--- src/rtl/tmr_pkg.sv ---
package tmr_pkg;
  typedef enum logic [1:0] {
    TM_13B    = 2'd0,
    TM_16B    = 2'd1,
    TM_RELOAD = 2'd2,
    TM_SPLIT  = 2'd3
  } tmr_mode_e;

  localparam int NUM_UNITS = 2;
  localparam int SEL_W     = 3;

  localparam logic [SEL_W-1:0] SEL_LO0  = 3'd0;
  localparam logic [SEL_W-1:0] SEL_HI0  = 3'd1;
  localparam logic [SEL_W-1:0] SEL_LO1  = 3'd2;
  localparam logic [SEL_W-1:0] SEL_HI1  = 3'd3;
  localparam logic [SEL_W-1:0] SEL_MODE = 3'd4;
  localparam logic [SEL_W-1:0] SEL_CTRL = 3'd5;

  localparam int CTRL_RUN_LSB  = 0;
  localparam int CTRL_FLAG_LSB = 4;

  typedef struct packed {
    logic      gate;
    logic      counter;
    tmr_mode_e mode;
  } unit_cfg_t;
endpackage

--- src/rtl/tmr_pin_edge.sv ---
module tmr_pin_edge #(
  parameter int N = 2
) (
  input  logic         clk,
  input  logic         rst_n,
  input  logic [N-1:0] pin,
  output logic [N-1:0] fall
);
  logic [N-1:0] prev_q;

  always_ff @(posedge clk) begin
    if (!rst_n) prev_q <= '1;
    else        prev_q <= pin;
  end

  assign fall = prev_q & ~pin;
endmodule

--- src/rtl/tmr_core.sv ---
module tmr_core
  import tmr_pkg::*;
#(
  parameter int BYTE_W   = 8,
  parameter int PRE_W    = 5,
  parameter bit SPLIT_OK = 1'b0
) (
  input  logic              clk,
  input  logic              rst_n,
  input  tmr_mode_e         mode,
  input  logic              step,
  input  logic              step_hi,
  input  logic              wr_lo,
  input  logic              wr_hi,
  input  logic [BYTE_W-1:0] wr_data,
  output logic [BYTE_W-1:0] lo,
  output logic [BYTE_W-1:0] hi,
  output logic              ovf,
  output logic              ovf_hi
);
  localparam int WIDE_W = 2 * BYTE_W;

  logic [BYTE_W-1:0] lo_n, hi_n, hi_split_n;
  logic              ovf_main, split_wrap;
  logic [WIDE_W-1:0] wide_inc;

  assign wide_inc = {hi, lo} + 1'b1;

  always_comb begin
    lo_n     = lo;
    hi_n     = hi;
    ovf_main = 1'b0;
    if (step) begin
      unique case (mode)
        TM_13B: begin
          if (lo[PRE_W-1:0] == '1) begin
            lo_n     = '0;
            hi_n     = hi + 1'b1;
            ovf_main = (hi == '1);
          end else begin
            lo_n = lo + 1'b1;
          end
        end
        TM_16B: begin
          {hi_n, lo_n} = wide_inc;
          ovf_main     = ({hi, lo} == '1);
        end
        TM_RELOAD: begin
          if (lo == '1) begin
            lo_n     = hi;
            ovf_main = 1'b1;
          end else begin
            lo_n = lo + 1'b1;
          end
        end
        TM_SPLIT: begin
          if (SPLIT_OK) begin
            lo_n     = lo + 1'b1;
            ovf_main = (lo == '1);
          end
        end
        default: ;
      endcase
    end
  end

  generate
    if (SPLIT_OK) begin : g_split
      always_comb begin
        hi_split_n = hi_n;
        split_wrap = 1'b0;
        if (mode == TM_SPLIT && step_hi) begin
          hi_split_n = hi + 1'b1;
          split_wrap = (hi == '1);
        end
      end
    end else begin : g_nosplit
      always_comb begin
        hi_split_n = hi_n;
        split_wrap = 1'b0;
      end
    end
  endgenerate

  always_ff @(posedge clk) begin
    if (!rst_n) begin
      lo <= '0;
      hi <= '0;
    end else begin
      lo <= wr_lo ? wr_data : lo_n;
      hi <= wr_hi ? wr_data : hi_split_n;
    end
  end

  assign ovf    = ovf_main;
  assign ovf_hi = split_wrap;

  // a wrap in reload mode loads the high byte into the low byte
  p_reload_r4: assert property (@(posedge clk) disable iff (!rst_n)
    (step && mode == TM_RELOAD && lo == '1 && !wr_lo) |=> (lo == $past(hi)));

  // high byte moves in mode 0 only when the prescaler wraps
  p_prescale_r2: assert property (@(posedge clk) disable iff (!rst_n)
    (mode == TM_13B && lo[PRE_W-1:0] != '1 && !wr_hi) |=> $stable(hi));
endmodule

--- src/rtl/tmr_pair.sv ---
module tmr_pair
  import tmr_pkg::*;
#(
  parameter int BYTE_W = 8,
  parameter int PRE_W  = 5
) (
  input  logic              clk,
  input  logic              rst_n,
  input  logic              tick_en,
  input  logic [1:0]        cnt_pin,
  input  logic [1:0]        gate_pin,
  input  logic              wr_en,
  input  logic [2:0]        wr_sel,
  input  logic [BYTE_W-1:0] wr_data,
  input  logic [2:0]        rd_sel,
  output logic [BYTE_W-1:0] rd_data,
  output logic [1:0]        ovf_flag,
  output logic              baud_tick
);
  localparam int CFG_W = $bits(unit_cfg_t);

  logic [BYTE_W-1:0]    mode_q;
  logic [NUM_UNITS-1:0] run_q, flag_q, flag_n;
  logic                 baud_q;
  logic [NUM_UNITS-1:0] fall, enable, step, ovf, ovf_hi;
  logic [NUM_UNITS-1:0] wr_lo, wr_hi;
  logic [BYTE_W-1:0]    lo_w [NUM_UNITS];
  logic [BYTE_W-1:0]    hi_w [NUM_UNITS];
  unit_cfg_t            cfg  [NUM_UNITS];
  logic                 split_step;
  logic                 wr_mode, wr_ctrl;

  tmr_pin_edge #(.N(NUM_UNITS)) edge_i (
    .clk  (clk),
    .rst_n(rst_n),
    .pin  (cnt_pin),
    .fall (fall)
  );

  assign wr_mode = wr_en && (wr_sel == SEL_MODE);
  assign wr_ctrl = wr_en && (wr_sel == SEL_CTRL);

  // high byte of unit 0 in split mode runs on unit 1's enable and ticks
  assign split_step = enable[1] & tick_en;

  generate
    for (genvar u = 0; u < NUM_UNITS; u++) begin : g_unit
      assign cfg[u]    = unit_cfg_t'(mode_q[u*CFG_W +: CFG_W]);
      assign enable[u] = run_q[u] | (cfg[u].gate & gate_pin[u]);
      assign step[u]   = enable[u] & (cfg[u].counter ? fall[u] : tick_en);
      assign wr_lo[u]  = wr_en && (wr_sel == SEL_W'(2*u));
      assign wr_hi[u]  = wr_en && (wr_sel == SEL_W'(2*u + 1));

      tmr_core #(
        .BYTE_W  (BYTE_W),
        .PRE_W   (PRE_W),
        .SPLIT_OK(u == 0)
      ) core_i (
        .clk    (clk),
        .rst_n  (rst_n),
        .mode   (cfg[u].mode),
        .step   (step[u]),
        .step_hi((u == 0) ? split_step : 1'b0),
        .wr_lo  (wr_lo[u]),
        .wr_hi  (wr_hi[u]),
        .wr_data(wr_data),
        .lo     (lo_w[u]),
        .hi     (hi_w[u]),
        .ovf    (ovf[u]),
        .ovf_hi (ovf_hi[u])
      );
    end
  endgenerate

  always_comb begin
    flag_n = flag_q;
    if (wr_ctrl) flag_n = wr_data[CTRL_FLAG_LSB +: NUM_UNITS];
    if (ovf[0]) flag_n[0] = 1'b1;
    if (ovf[1] || ovf_hi[0]) flag_n[1] = 1'b1;
  end

  always_ff @(posedge clk) begin
    if (!rst_n) begin
      mode_q <= '0;
      run_q  <= '0;
      flag_q <= '0;
      baud_q <= 1'b0;
    end else begin
      if (wr_mode) mode_q <= wr_data;
      if (wr_ctrl) run_q  <= wr_data[CTRL_RUN_LSB +: NUM_UNITS];
      flag_q <= flag_n;
      baud_q <= ovf[1];
    end
  end

  always_comb begin
    rd_data = '0;
    unique case (rd_sel)
      SEL_LO0:  rd_data = lo_w[0];
      SEL_HI0:  rd_data = hi_w[0];
      SEL_LO1:  rd_data = lo_w[1];
      SEL_HI1:  rd_data = hi_w[1];
      SEL_MODE: rd_data = mode_q;
      SEL_CTRL: begin
        rd_data[CTRL_RUN_LSB  +: NUM_UNITS] = run_q;
        rd_data[CTRL_FLAG_LSB +: NUM_UNITS] = flag_q;
      end
      default:  rd_data = '0;
    endcase
  end

  assign ovf_flag  = flag_q;
  assign baud_tick = baud_q;

  // overflow sets the flag even against a clearing write
  p_flag_win_r10: assert property (@(posedge clk) disable iff (!rst_n)
    ovf[0] |=> ovf_flag[0]);

  // a write to the low byte wins over a step
  p_wr_prio_r10: assert property (@(posedge clk) disable iff (!rst_n)
    (wr_en && wr_sel == SEL_LO0) |=> (lo_w[0] == $past(wr_data)));

  // the serial clock pulse always comes with flag 1 set
  p_baud_flag_r9: assert property (@(posedge clk) disable iff (!rst_n)
    baud_tick |-> ovf_flag[1]);

  // unit 1 holds in mode 3
  p_t1_hold_r6: assert property (@(posedge clk) disable iff (!rst_n)
    (cfg[1].mode == TM_SPLIT && !wr_lo[1] && !wr_hi[1])
      |=> ($stable(lo_w[1]) && $stable(hi_w[1])));

  // a disabled unit's low byte does not move
  p_idle_r7: assert property (@(posedge clk) disable iff (!rst_n)
    (!run_q[0] && !(cfg[0].gate && gate_pin[0]) && !wr_lo[0]) |=> $stable(lo_w[0]));

  // in counter mode the low byte moves only on a falling pin edge
  p_edge_only_r8: assert property (@(posedge clk) disable iff (!rst_n)
    (cfg[0].counter && !(prev_low_seen()) && !wr_lo[0]) |=> $stable(lo_w[0]));

  function automatic logic prev_low_seen();
    return fall[0];
  endfunction
endmodule

--- config.mk ---
export PLATFORM = sky130hd
export DESIGN_NAME = tmr_pair
export DESIGN_NICKNAME = d
export VERILOG_FILES = /design/src/rtl/tmr_pkg.sv /design/src/rtl/tmr_pin_edge.sv /design/src/rtl/tmr_core.sv /design/src/rtl/tmr_pair.sv
export SDC_FILE = /design/constraint.sdc
export NUM_CORES = 1
export LEC_CHECK = 0
export BUFFER_PORTS_ARGS = -buffer_cell sky130_fd_sc_hd__buf_2
export CORE_MARGIN = 4
export CORE_UTILIZATION = 30
export DETAILED_ROUTE_END_ITERATION = 12
export SLEW_MARGIN = 20
export SYNTH_ARGS = -nofsm -noshare
export SYNTH_HDL_FRONTEND = slang
export SYNTH_HIERARCHICAL = 1
export SYNTH_SLANG_ARGS = --single-unit
--- constraint.sdc ---
create_clock -name clk -period 1.9 [get_ports clk]
set_input_delay 0.19 -clock clk [delete_from_list [all_inputs] [get_ports clk]]
set_output_delay 0.19 -clock clk [all_outputs]
set_load 0.02 [all_outputs]
==> results of run 1 <==
==> cell type report <==
type	count	area share
multi-input cells	366	0.561
flip-flops and latches	47	0.206
inverters	19	0.0155
clock buffers	5	0.0272
clock inverters	3	0.00435
repair buffers	100	0.147
well taps	143	0.0389
==> sequential cells by signal, indices dropped and copies added (netlist names) <==
signal	count
baud_tick	1
edge_i/prev_q	2
g_unit.core_i/hi	16
g_unit.core_i/lo	16
mode_q	8
ovf_flag	2
run_q	2
==> where the power goes <==
part           internal, mW  switching (mW)
sequential             1.02          0.0491
combinational         0.179           0.235
clock                 0.487           0.423
==> final timing paths <==
kind | endpoint | slack (ns) | cells after the start
min reg2reg | g_unit[0].core_i/hi[0] | 0.54 | 2
min | edge_i/prev_q[1] | 0.09 | 2
max | g_unit[0].core_i/hi[3] | 0.02 | 8
max reg2reg | g_unit[0].core_i/hi[3] | 0.02 | 8
==> routing by layer <==
layer	vias up	GRT usage
li1	1885	-
met1	1882	0.232
met2	151	0.313
met3	18	0.0231
met4	0	0.0498
met5	-	0
==> repair_timing <==
| item | 4_1_cts | 5_1_grt |
|---|---|---|
| buffers inserted | 0 | 10 |
| gates resized for setup | 0 | 21 |
| setup endpoints to repair | 0 | 18 |
==> worst max-delay path, stage by stage, from the launching register on <==
cell      delay, ns
dfxtp_2        0.32
nor2b_4        0.13
mux2i_2        0.07
nor2_2         0.21
mux2i_4        0.11
o211ai_1       0.47
buf_4          0.21
nand4_1        0.07
a31oi_1        0.20
==> metrics.md, run 1 <==
| Metric | Value |
|---|---|
| CTS Hold Buffers Added | `0` |
| Fraction of layout cells with a size suffix above 1 | `0.256` |
| Synth warnings | `6` |
| Startpoint types | `register` |
| Clk slew on worst S/H paths | `0.07 ns` |
| Dpl hpwl | `9.65 mm` |
| Detail Route Antenna Nets | `0` |
| Critical Path AT | `2.10 ns` |
| Starting Density | `0.312` |
| Commonest non-fill, non-tap cell in the layout | `buf_4` |
| Clock tree buffer depth | `2` |
| Detailed-route via count | `3936` |
| Final worst slack | `0.0187 ns` |
| Area of the multi-input gates | `2580 sq um` |
| Shortest period the worst path allows | `1.88 ns` |
| Crit. End Element | `register` |
| DP Worst Slack | `0.0351 ns` |
| Mapped cell area | `3630 sq um` |
| GRT overflow | `0` |
| Setup Skew | `0.00580 ns` |
| LEAKAGE | `1.80 nW` |
| GRT Total Usage | `0.180` |
| Final #Nets | `571` |
| Clock root buffer | `clkbuf_16` |
| Synthesized Nets | `488` |
| Placed cell area | `4290 sq um` |
| WL met3 | `679 um` |
| Crit path kind | `register to register` |
| Fin. Hold Viols | `0` |
| Largest net degree at the start of global routing | `27` |
| Core area | `11600 sq um` |
| Worst-path fanout max | `6` |
| DR iter-0 viols | `352` |
| RSZ-0062 raised after global routing | `yes` |
| Via density per instance | `5.76` |
| CTS Buf Count | `5` |
| WHS | `0.0925 ns` |
| Placed insts | `664` |
| Register area | `947 sq um` |
| Clock H-tree levels | `2` |
| Drt drc | `0` |
| Least-Margin Pin Slew | `0.530 ns` |
| Synthesized instance count | `456` |
| PD cells | `521 nW/um^2` |
| Die area | `13900 sq um` |
| Status | `completed` |
| Layout Cells excl Fill | `683` |
| First-pass GRT wire length | `20.3 mm` |
| Maxcap violations | `0` |
| Vias in the first global route | `3674` |
| Antenna diode count | `0` |
| TritonCTS Sinks | `47` |
| Fill count | `1194` |
| Peak supply drop | `281 uV` |
| GP Congestion | `0.891` |
| Final instance area | `4600 sq um` |
| Core Util, Final | `0.396` |
| Clock latency on the worst-skew pair | `0.29 ns` |
| Setup violators final | `0` |
| CP Launch Point | `edge_i/prev_q[0]` |
| Fin crit share | `0.990` |
| # rows | `39` |
| I/O Buffers | `32` |
| Hold Path Origin | `cnt_pin[1]` |
| Io pins | `33` |
| Avg Cell Area, Syn | `7.96 sq um` |
| Worst r2r src | `edge_i/prev_q[0]` |
| Final setup TNS | `0 ns` |
| Pwr Total | `2.39 mW` |
| Max-slew headroom | `0.645` |
| Pre-antenna DRT Iters | `5` |
| Fmax | `532 MHz` |
| Top sig layer | `met4` |
| Most frequent cells in the layout | `buf_4, dfxtp_1, nand2_1, buf_2` |
| Wirelength per Cell | `19.0 um` |
| CTS tree | `built` |
| Layout area overhead | `26.7%` |
| Hold crit path type | `input port to register` |
| Die W | `118 um` |
| Die H | `118 um` |
| Crit path required time | `2.12 ns` |
| Final wirelength | `13.0 mm` |
| Antenna violations before repair | `0` |
| WL met2 | `6.47 mm` |
| Slew Viols, Final | `0` |
| Routed met1 length | `5.54 mm` |
No activity file was read; power rests on OpenSTA's default activity.
==> run 2, diff against run 1 <==
--- a/config.mk
+++ b/config.mk
@@ -5,11 +5,11 @@
 export SDC_FILE = /design/constraint.sdc
 export NUM_CORES = 1
 export LEC_CHECK = 0
+export ABC_AREA = 1
 export BUFFER_PORTS_ARGS = -buffer_cell sky130_fd_sc_hd__buf_2
 export CORE_MARGIN = 4
 export CORE_UTILIZATION = 30
 export DETAILED_ROUTE_END_ITERATION = 12
-export SLEW_MARGIN = 20
 export SYNTH_ARGS = -nofsm -noshare
 export SYNTH_HDL_FRONTEND = slang
 export SYNTH_HIERARCHICAL = 1
==> run 2 against run 1 <==
Design area is 1.1% higher; power rose by 1.6%; sequential share of layout area down 0.33 points; count of clock-buffer cells in the layout up 1; synthesized cell count rose by 46%; critical endpoint is now ovf_flag[1].
==> metrics.md, run 2 <==
| Metric | Value |
|---|---|
| GP Congestion | `0.955 (was 0.891)` |
| CTS Buf Count | `5 (unchanged)` |
| Max stage delay on crit path | `0.42 ns (was 0.47 ns)` |
| Vias in the first global route | `4263 (was 3674)` |
| PD cells | `523 nW/um^2 (was 521 nW/um^2)` |
| Fraction of layout cells with a size suffix above 1 | `0.164 (was 0.256)` |
| Setup Skew | `0.00796 ns (was 0.00580 ns)` |
| CTS Hold Buffers Added | `0 (unchanged)` |
| Die area | `15200 sq um (was 13900 sq um)` |
| I/O Buffers | `32 (unchanged)` |
| First-pass GRT wire length | `21.8 mm (was 20.3 mm)` |
| Layout area overhead | `16.9% (was 26.7%)` |
| GR Util met1 | `0.240 (was 0.232)` |
| Met2 Usage GRT | `0.317 (was 0.313)` |
| Shortest period the worst path allows | `1.78 ns (was 1.88 ns)` |
| Fmax | `561 MHz (was 532 MHz)` |
| Crit path kind | `register to register (unchanged)` |
| Detail Route Antenna Nets | `0 (unchanged)` |
| Crit path required time | `2.14 ns (was 2.12 ns)` |
| Die W | `123 um (was 118 um)` |
| Io pins | `33 (unchanged)` |
| Drt drc | `0 (unchanged)` |
| Least-Margin Pin Slew | `0.533 ns (was 0.530 ns)` |
| Peak supply drop | `313 uV (was 281 uV)` |
| DR iter-0 viols | `318 (was 352)` |
| # rows | `41 (was 39)` |
| Met3 Usage GRT | `0.0247 (was 0.0231)` |
| GRT Total Usage | `0.185 (was 0.180)` |
| Worst r2r src | `g_unit[1].core_i/lo[1] (was edge_i/prev_q[0])` |
| Synth warnings | `6 (unchanged)` |
| Slowest CP cell | `dfxtp_1 (was o211ai_1)` |
| Synthesized instance count | `665 (was 456)` |
| Starting Density | `0.311 (was 0.312)` |
| Core area | `12800 sq um (was 11600 sq um)` |
| Startpoint types | `register (unchanged)` |
| Clock root buffer | `clkbuf_16 (unchanged)` |
| Fin crit share | `0.938 (was 0.990)` |
| Pre-antenna DRT Iters | `5 (unchanged)` |
| Max-slew headroom | `0.644 (was 0.645)` |
| Antenna violations before repair | `0 (unchanged)` |
| Final wirelength | `13.3 mm (was 13.0 mm)` |
| R2r setup slk | `0.12 ns (was 0.02 ns)` |
| Final #Nets | `750 (was 571)` |
| Clock latency on the worst-skew pair | `0.29 ns (about the same)` |
| Avg Cell Area, Syn | `5.98 sq um (was 7.96 sq um)` |
| Largest regs | `g_unit.core_i/hi: 16 flops, g_unit.core_i/lo: 16 flops, mode_q: 8 flops (unchanged)` |
| Crit. End Element | `register (unchanged)` |
| CP Launch Point | `g_unit[1].core_i/lo[1] (was edge_i/prev_q[0])` |
| Commonest non-fill, non-tap cell in the layout | `nand2_1 (was buf_4)` |
| RSZ-0062 raised after global routing | `no (was yes)` |
| GRT overflow | `0 (unchanged)` |
| Antenna diode count | `0 (unchanged)` |
| Synthesized Nets | `697 (was 488)` |
| Final setup TNS | `0 ns (unchanged)` |
| Via density per instance | `4.95 (was 5.76)` |
| Mapped cell area | `3980 sq um (was 3630 sq um)` |
| Clock H-tree levels | `2 (unchanged)` |
| Largest net degree at the start of global routing | `20 (was 27)` |
| Hold crit path type | `input port to register (unchanged)` |
| Fin. Hold Viols | `0 (unchanged)` |
| Worst path most repeated cell | `nand2_4` |
| Setup violators final | `0 (unchanged)` |
| Critical Path AT | `2.02 ns (was 2.10 ns)` |
| Worst-path fanout max | `7 (was 6)` |
| Die H | `123 um (was 118 um)` |
| Slew Viols, Final | `0 (unchanged)` |
| Ordered list of cells on the worst path | `ha_1 -> nand2_4 -> nor2_4 -> nand2_4 -> o21ai_0 -> nand4_1 -> a21oi_2 -> nor2_1 -> nand3_1 -> nand2_1 -> inv_1 (was nor2b_4 -> mux2i_2 -> nor2_2 -> mux2i_4 -> o211ai_1 -> buf_4 -> nand4_1 -> a31oi_1)` |
| Hold Path Origin | `cnt_pin[0] (was cnt_pin[1])` |
| Clock tree buffer depth | `2 (unchanged)` |
| CTS tree | `built (unchanged)` |
| WHS | `0.0869 ns (was 0.0925 ns)` |
| Maxcap violations | `0 (unchanged)` |
| Dpl hpwl | `10.5 mm (was 9.65 mm)` |
| GRT Max-Usage Layer | `met2 (unchanged)` |
| Most frequent cells in the layout | `nand2_1, inv_1, nor2_1, nand3_1, dfxtp_1 (was buf_4, dfxtp_1, nand2_1, buf_2)` |
| Detailed-route via count | `4404 (was 3936)` |
| Clk slew on worst S/H paths | `0.07 ns (about the same)` |
| Status | `completed (unchanged)` |
| TritonCTS Sinks | `47 (unchanged)` |
| Wirelength per Cell | `15.0 um (was 19.0 um)` |
| LEAKAGE | `2.09 nW (was 1.80 nW)` |
==> run 2: cell types whose count changed in the layout (fill, tap and decap cells not counted), moves of 9 or more <==
| cell | before | now |
|---|---|---|
| a21oi_1 | 22 | 41 |
| buf_4 | 65 | 28 |
| inv_1 | 19 | 85 |
| mux2i_1 | 32 | 0 |
| nand2_1 | 33 | 168 |
| nand2_2 | 0 | 12 |
| nand3_1 | 20 | 69 |
| nand4_1 | 11 | 25 |
| nor2_1 | 24 | 82 |
| nor2_4 | 0 | 9 |
| nor2b_1 | 15 | 0 |
| o211ai_1 | 11 | 2 |
==> run 2: critical path, delay by kind of cell, from the launching register on <==
| kind | cells | cell delay [ns] |
|---|---|---|
| flops | 1 | 0.42 |
| compound gates | 2 | 0.36 |
| fa+ha+maj | 1 | 0.26 |
| buf+inv | 1 | 0.05 |
| simple gates | 7 | 0.63 |
==> run 2: worst paths after layout <==
kind	endpoint	cells past startpoint
setup / recovery	ovf_flag[1]	11
hold / removal	edge_i/prev_q[0]	3
setup reg to reg	ovf_flag[1]	11
hold reg to reg	mode_q[6]	2
==> run 2: cell type report <==
class,instances,area [sq um]
Fill cell,1455,8130
Multi-Input combinational cell,510,2610
Sequential cell,47,942
Timing Repair Buffer,60,370
Inverter,94,353
Tap cell,172,215
Clock buffer,6,129
Clock inverter,1,30.0
==> run 2: layer usage <==
layer,vias up,routed length [um]
met4,0,359
met1,1969,6020
met2,123,6330
met5,-,0
met3,26,637
li1,2286,-
==> run 2: stage by stage <==
step | util | area, sq um | power [mW] | worst slack, ns | std cells
CTS | 0.363 | 4640 | 2.45 | 0.106 | 890
global route | 0.364 | 4650 | 2.54 | 0.00163 | 890
floorplan | - | 3980 | 1.29 | 0.219 | 665
finish | 0.364 | 4650 | 2.43 | 0.119 | 890
detailed placement | 0.351 | 4480 | 1.44 | 0.130 | 883
global placement | 0.351 | 4480 | 1.45 | 0.175 | 883
==> run 2: repair_timing <==
action                                  in CTS  in global routing
buffers inserted                             0                  0
endpoints found under the hold margin        0                  0
endpoints found under the setup margin       0                 12
resized for setup                            0                  3
==> run 2: power breakdown <==
part	internal (mW)	switching [mW]	leakage [nW]
Clock	0.615	0.387	0.0769
Sequential	1.02	0.0356	0.382
Combinational	0.124	0.253	1.63
Total	1.75	0.676	2.09
==> run 3, diff against run 2 <==
--- a/config.mk
+++ b/config.mk
@@ -5,7 +5,6 @@
 export SDC_FILE = /design/constraint.sdc
 export NUM_CORES = 1
 export LEC_CHECK = 0
-export ABC_AREA = 1
 export BUFFER_PORTS_ARGS = -buffer_cell sky130_fd_sc_hd__buf_2
 export CORE_MARGIN = 4
 export CORE_UTILIZATION = 30
==> constraint.sdc (replaced) <==
create_clock -name clk -period 1.9 [get_ports clk]
set_input_delay 0.285 -clock clk [delete_from_list [all_inputs] [get_ports clk]]
set_output_delay 0.285 -clock clk [all_outputs]
set_load 0.02 [all_outputs]
==> run 3 against run 2 <==
Count of clock-buffer cells in the layout unchanged; power down 2.4%; via count shrank 12%; register-to-register slack got worse by 0.08 ns; routed wire length down 6.1%; non-clock buffer count grew 31; sequential power is essentially flat; utilization increased by 2.6 points; flip-flop and latch count unchanged; worst setup slack worse by 0.078 ns; critical path type unchanged; highest routed layer unchanged.
==> metrics.md, run 3 (synthesis results as in run 1) <==
| Metric | Value |
|---|---|
| Status | `completed (unchanged)` |
| Fraction of layout cells with a size suffix above 1 | `0.243 (was 0.164)` |
| Critical Path AT | `2.03 ns (was 2.02 ns)` |
| Shortest period the worst path allows | `1.86 ns (was 1.78 ns)` |
| Clock latency on the worst-skew pair | `0.28 ns (was 0.29 ns)` |
| Placed insts | `666 (was 883)` |
| Core Util, Final | `0.390 (was 0.364)` |
| Antenna violations before repair | `0 (unchanged)` |
| Top Family by Delay on Critical Path | `compound AO/OA/AOI/OAI gates (was simple AND/OR/NAND/NOR gates)` |
| GRT Total Usage | `0.172 (was 0.185)` |
| Crit path kind | `register to register (unchanged)` |
| Final wirelength | `12.5 mm (was 13.3 mm)` |
| Clock root buffer | `clkbuf_16 (unchanged)` |
| PD cells | `524 nW/um^2 (was 523 nW/um^2)` |
| CTS Hold Buffers Added | `0 (unchanged)` |
| Fin. Hold Viols | `0 (unchanged)` |
| Dpl hpwl | `9.63 mm (was 10.5 mm)` |
| Antenna diode count | `0 (unchanged)` |
| First-pass GRT wire length | `19.5 mm (was 21.8 mm)` |
| Least-Margin Pin Slew | `0.578 ns (was 0.533 ns)` |
| Clock tree buffer depth | `2 (unchanged)` |
| Worst-path fanout max | `3 (was 7)` |
| Fin crit share | `0.979 (was 0.938)` |
| CTS Buf Count | `5 (unchanged)` |
| Pre-antenna DRT Iters | `4 (was 5)` |
| Most frequent cells in the layout | `buf_4, dfxtp_1, mux2i_1, nand2_1, buf_2 (was nand2_1, inv_1, nor2_1, nand3_1, dfxtp_1)` |
| Final setup TNS | `0 ns (unchanged)` |
| DR iter-0 viols | `241 (was 318)` |
| Clk slew on worst S/H paths | `0.07 ns (about the same)` |
| Ordered list of cells on the worst path | `ha_4 -> and3_1 -> ha_2 -> nor3b_2 -> o211ai_1 -> a21oi_2 -> o311a_2 (was ha_1 -> nand2_4 -> nor2_4 -> nand2_4 -> o21ai_0 -> nand4_1 -> a21oi_2 -> nor2_1 -> nand3_1 -> nand2_1 -> inv_1)` |
| Setup Skew | `0.00493 ns (was 0.00796 ns)` |
| Final #Nets | `562 (was 750)` |
| Largest net degree at the start of global routing | `29 (was 20)` |
| TritonCTS Sinks | `47 (unchanged)` |
| Io pins | `33 (unchanged)` |
| Max stage delay on crit path | `0.38 ns (was 0.42 ns)` |
| Drt drc | `0 (unchanged)` |
| Buf/Inv on CP | `0 (was 1)` |
| Setup violators final | `0 (unchanged)` |
| Vias in the first global route | `3662 (was 4263)` |
| Crit. End Element | `register (unchanged)` |
| GRT overflow | `0 (unchanged)` |
| Slowest CP cell | `o311a_2 (was dfxtp_1)` |
| Detailed-route via count | `3878 (was 4404)` |
| GP Congestion | `0.967 (was 0.955)` |
| Hold crit path type | `input port to register (unchanged)` |
| Slew Viols, Final | `0 (unchanged)` |
| Starting Density | `0.312 (was 0.311)` |
| Max-slew headroom | `0.613 (was 0.644)` |
| Die H | `118 um (was 123 um)` |
| Clock H-tree levels | `2 (unchanged)` |
| Die area | `13900 sq um (was 15200 sq um)` |
| Largest regs | `g_unit.core_i/hi: 16 flops, g_unit.core_i/lo: 16 flops, mode_q: 8 flops (unchanged)` |
| Commonest non-fill, non-tap cell in the layout | `buf_4 (was nand2_1)` |
| Maxcap violations | `0 (unchanged)` |
| Layout area overhead | `24.9% (was 16.9%)` |
| # rows | `39 (was 41)` |
| CTS tree | `built (unchanged)` |
| Wirelength per Cell | `18.6 um (was 15.0 um)` |
| WHS | `0.204 ns (was 0.0869 ns)` |
| Detail Route Antenna Nets | `0 (unchanged)` |
| Startpoint types | `register (unchanged)` |
| LEAKAGE | `1.75 nW (was 2.09 nW)` |
| RSZ-0062 raised after global routing | `yes (was no)` |
| Crit path required time | `2.07 ns (was 2.14 ns)` |
| Layout Cells excl Fill | `673 (was 890)` |
| Core area | `11600 sq um (was 12800 sq um)` |
| Die W | `118 um (was 123 um)` |
| Via density per instance | `5.76 (was 4.95)` |
| Fmax | `538 MHz (was 561 MHz)` |
| I/O Buffers | `32 (unchanged)` |
| Peak supply drop | `397 uV (was 313 uV)` |
==> run 3: final timing paths <==
kind | cells after the start | to | slack [ns] | start
setup / recovery | 7 | ovf_flag[0] | 0.04 | g_unit[0].core_i/lo[0]
hold / removal | 2 | edge_i/prev_q[0] | 0.20 | cnt_pin[0]
setup reg to reg | 7 | ovf_flag[0] | 0.04 | g_unit[0].core_i/lo[0]
hold reg to reg | 2 | mode_q[7] | 0.56 | mode_q[7]
==> run 3: cell type report <==
| type | instances | area [sq um] |
|---|---|---|
| flip-flops and latches | 47 | 948 |
| multi-input cells | 366 | 2560 |
| clock buffers | 6 | 139 |
| repair buffers | 91 | 632 |
| inverters | 19 | 71.3 |
| well taps | 143 | 179 |
| fillers | 1182 | 7080 |
| clock inverters | 1 | 5.00 |
==> run 3: what timing repair did <==
item | CTS | global route
resized for setup | 0 | 17
endpoints found under the setup margin | 0 | 19
setup buffers | 0 | 0
==> run 3: routing by layer <==
layer,track usage,vias to the layer above,routed length [um]
met5,0,-,0
met4,0.0425,0,259
met3,0.0226,19,715
met2,0.312,135,6280
met1,0.215,1859,5280
li1,-,1865,-
==> run 3: through the flow <==
step | power [mW] | cell area, sq um | setup WS [ns]
2_1_floorplan | 1.30 | 3650 | 0.00698
3_3_place_gp | 1.49 | 4330 | -0.00424
3_5_place_dp | 1.49 | 4330 | -0.0289
4_1_cts | 2.39 | 4480 | 0.0421
5_1_grt | 2.47 | 4530 | -0.00426
6_report | 2.37 | 4530 | 0.0408
==> run 3: power breakdown <==
group	total [mW]	leakage, nW	internal [mW]	switching [mW]
registers	1.07	0.384	1.02	0.0468
logic	0.413	1.29	0.179	0.234
clock network	0.892	0.0727	0.515	0.377
total	2.37	1.75	1.71	0.658
==> run 3: worst reg2reg max path, delay by kind of cell, from the launching register on <==
| kind | cells | cell delay (ns) |
|---|---|---|
| AO/OA/AOI/OAI | 3 | 0.72 |
| adder cells (fa/ha/maj) | 2 | 0.34 |
| flip-flops | 1 | 0.35 |
| AND/OR/NAND/NOR | 2 | 0.34 |
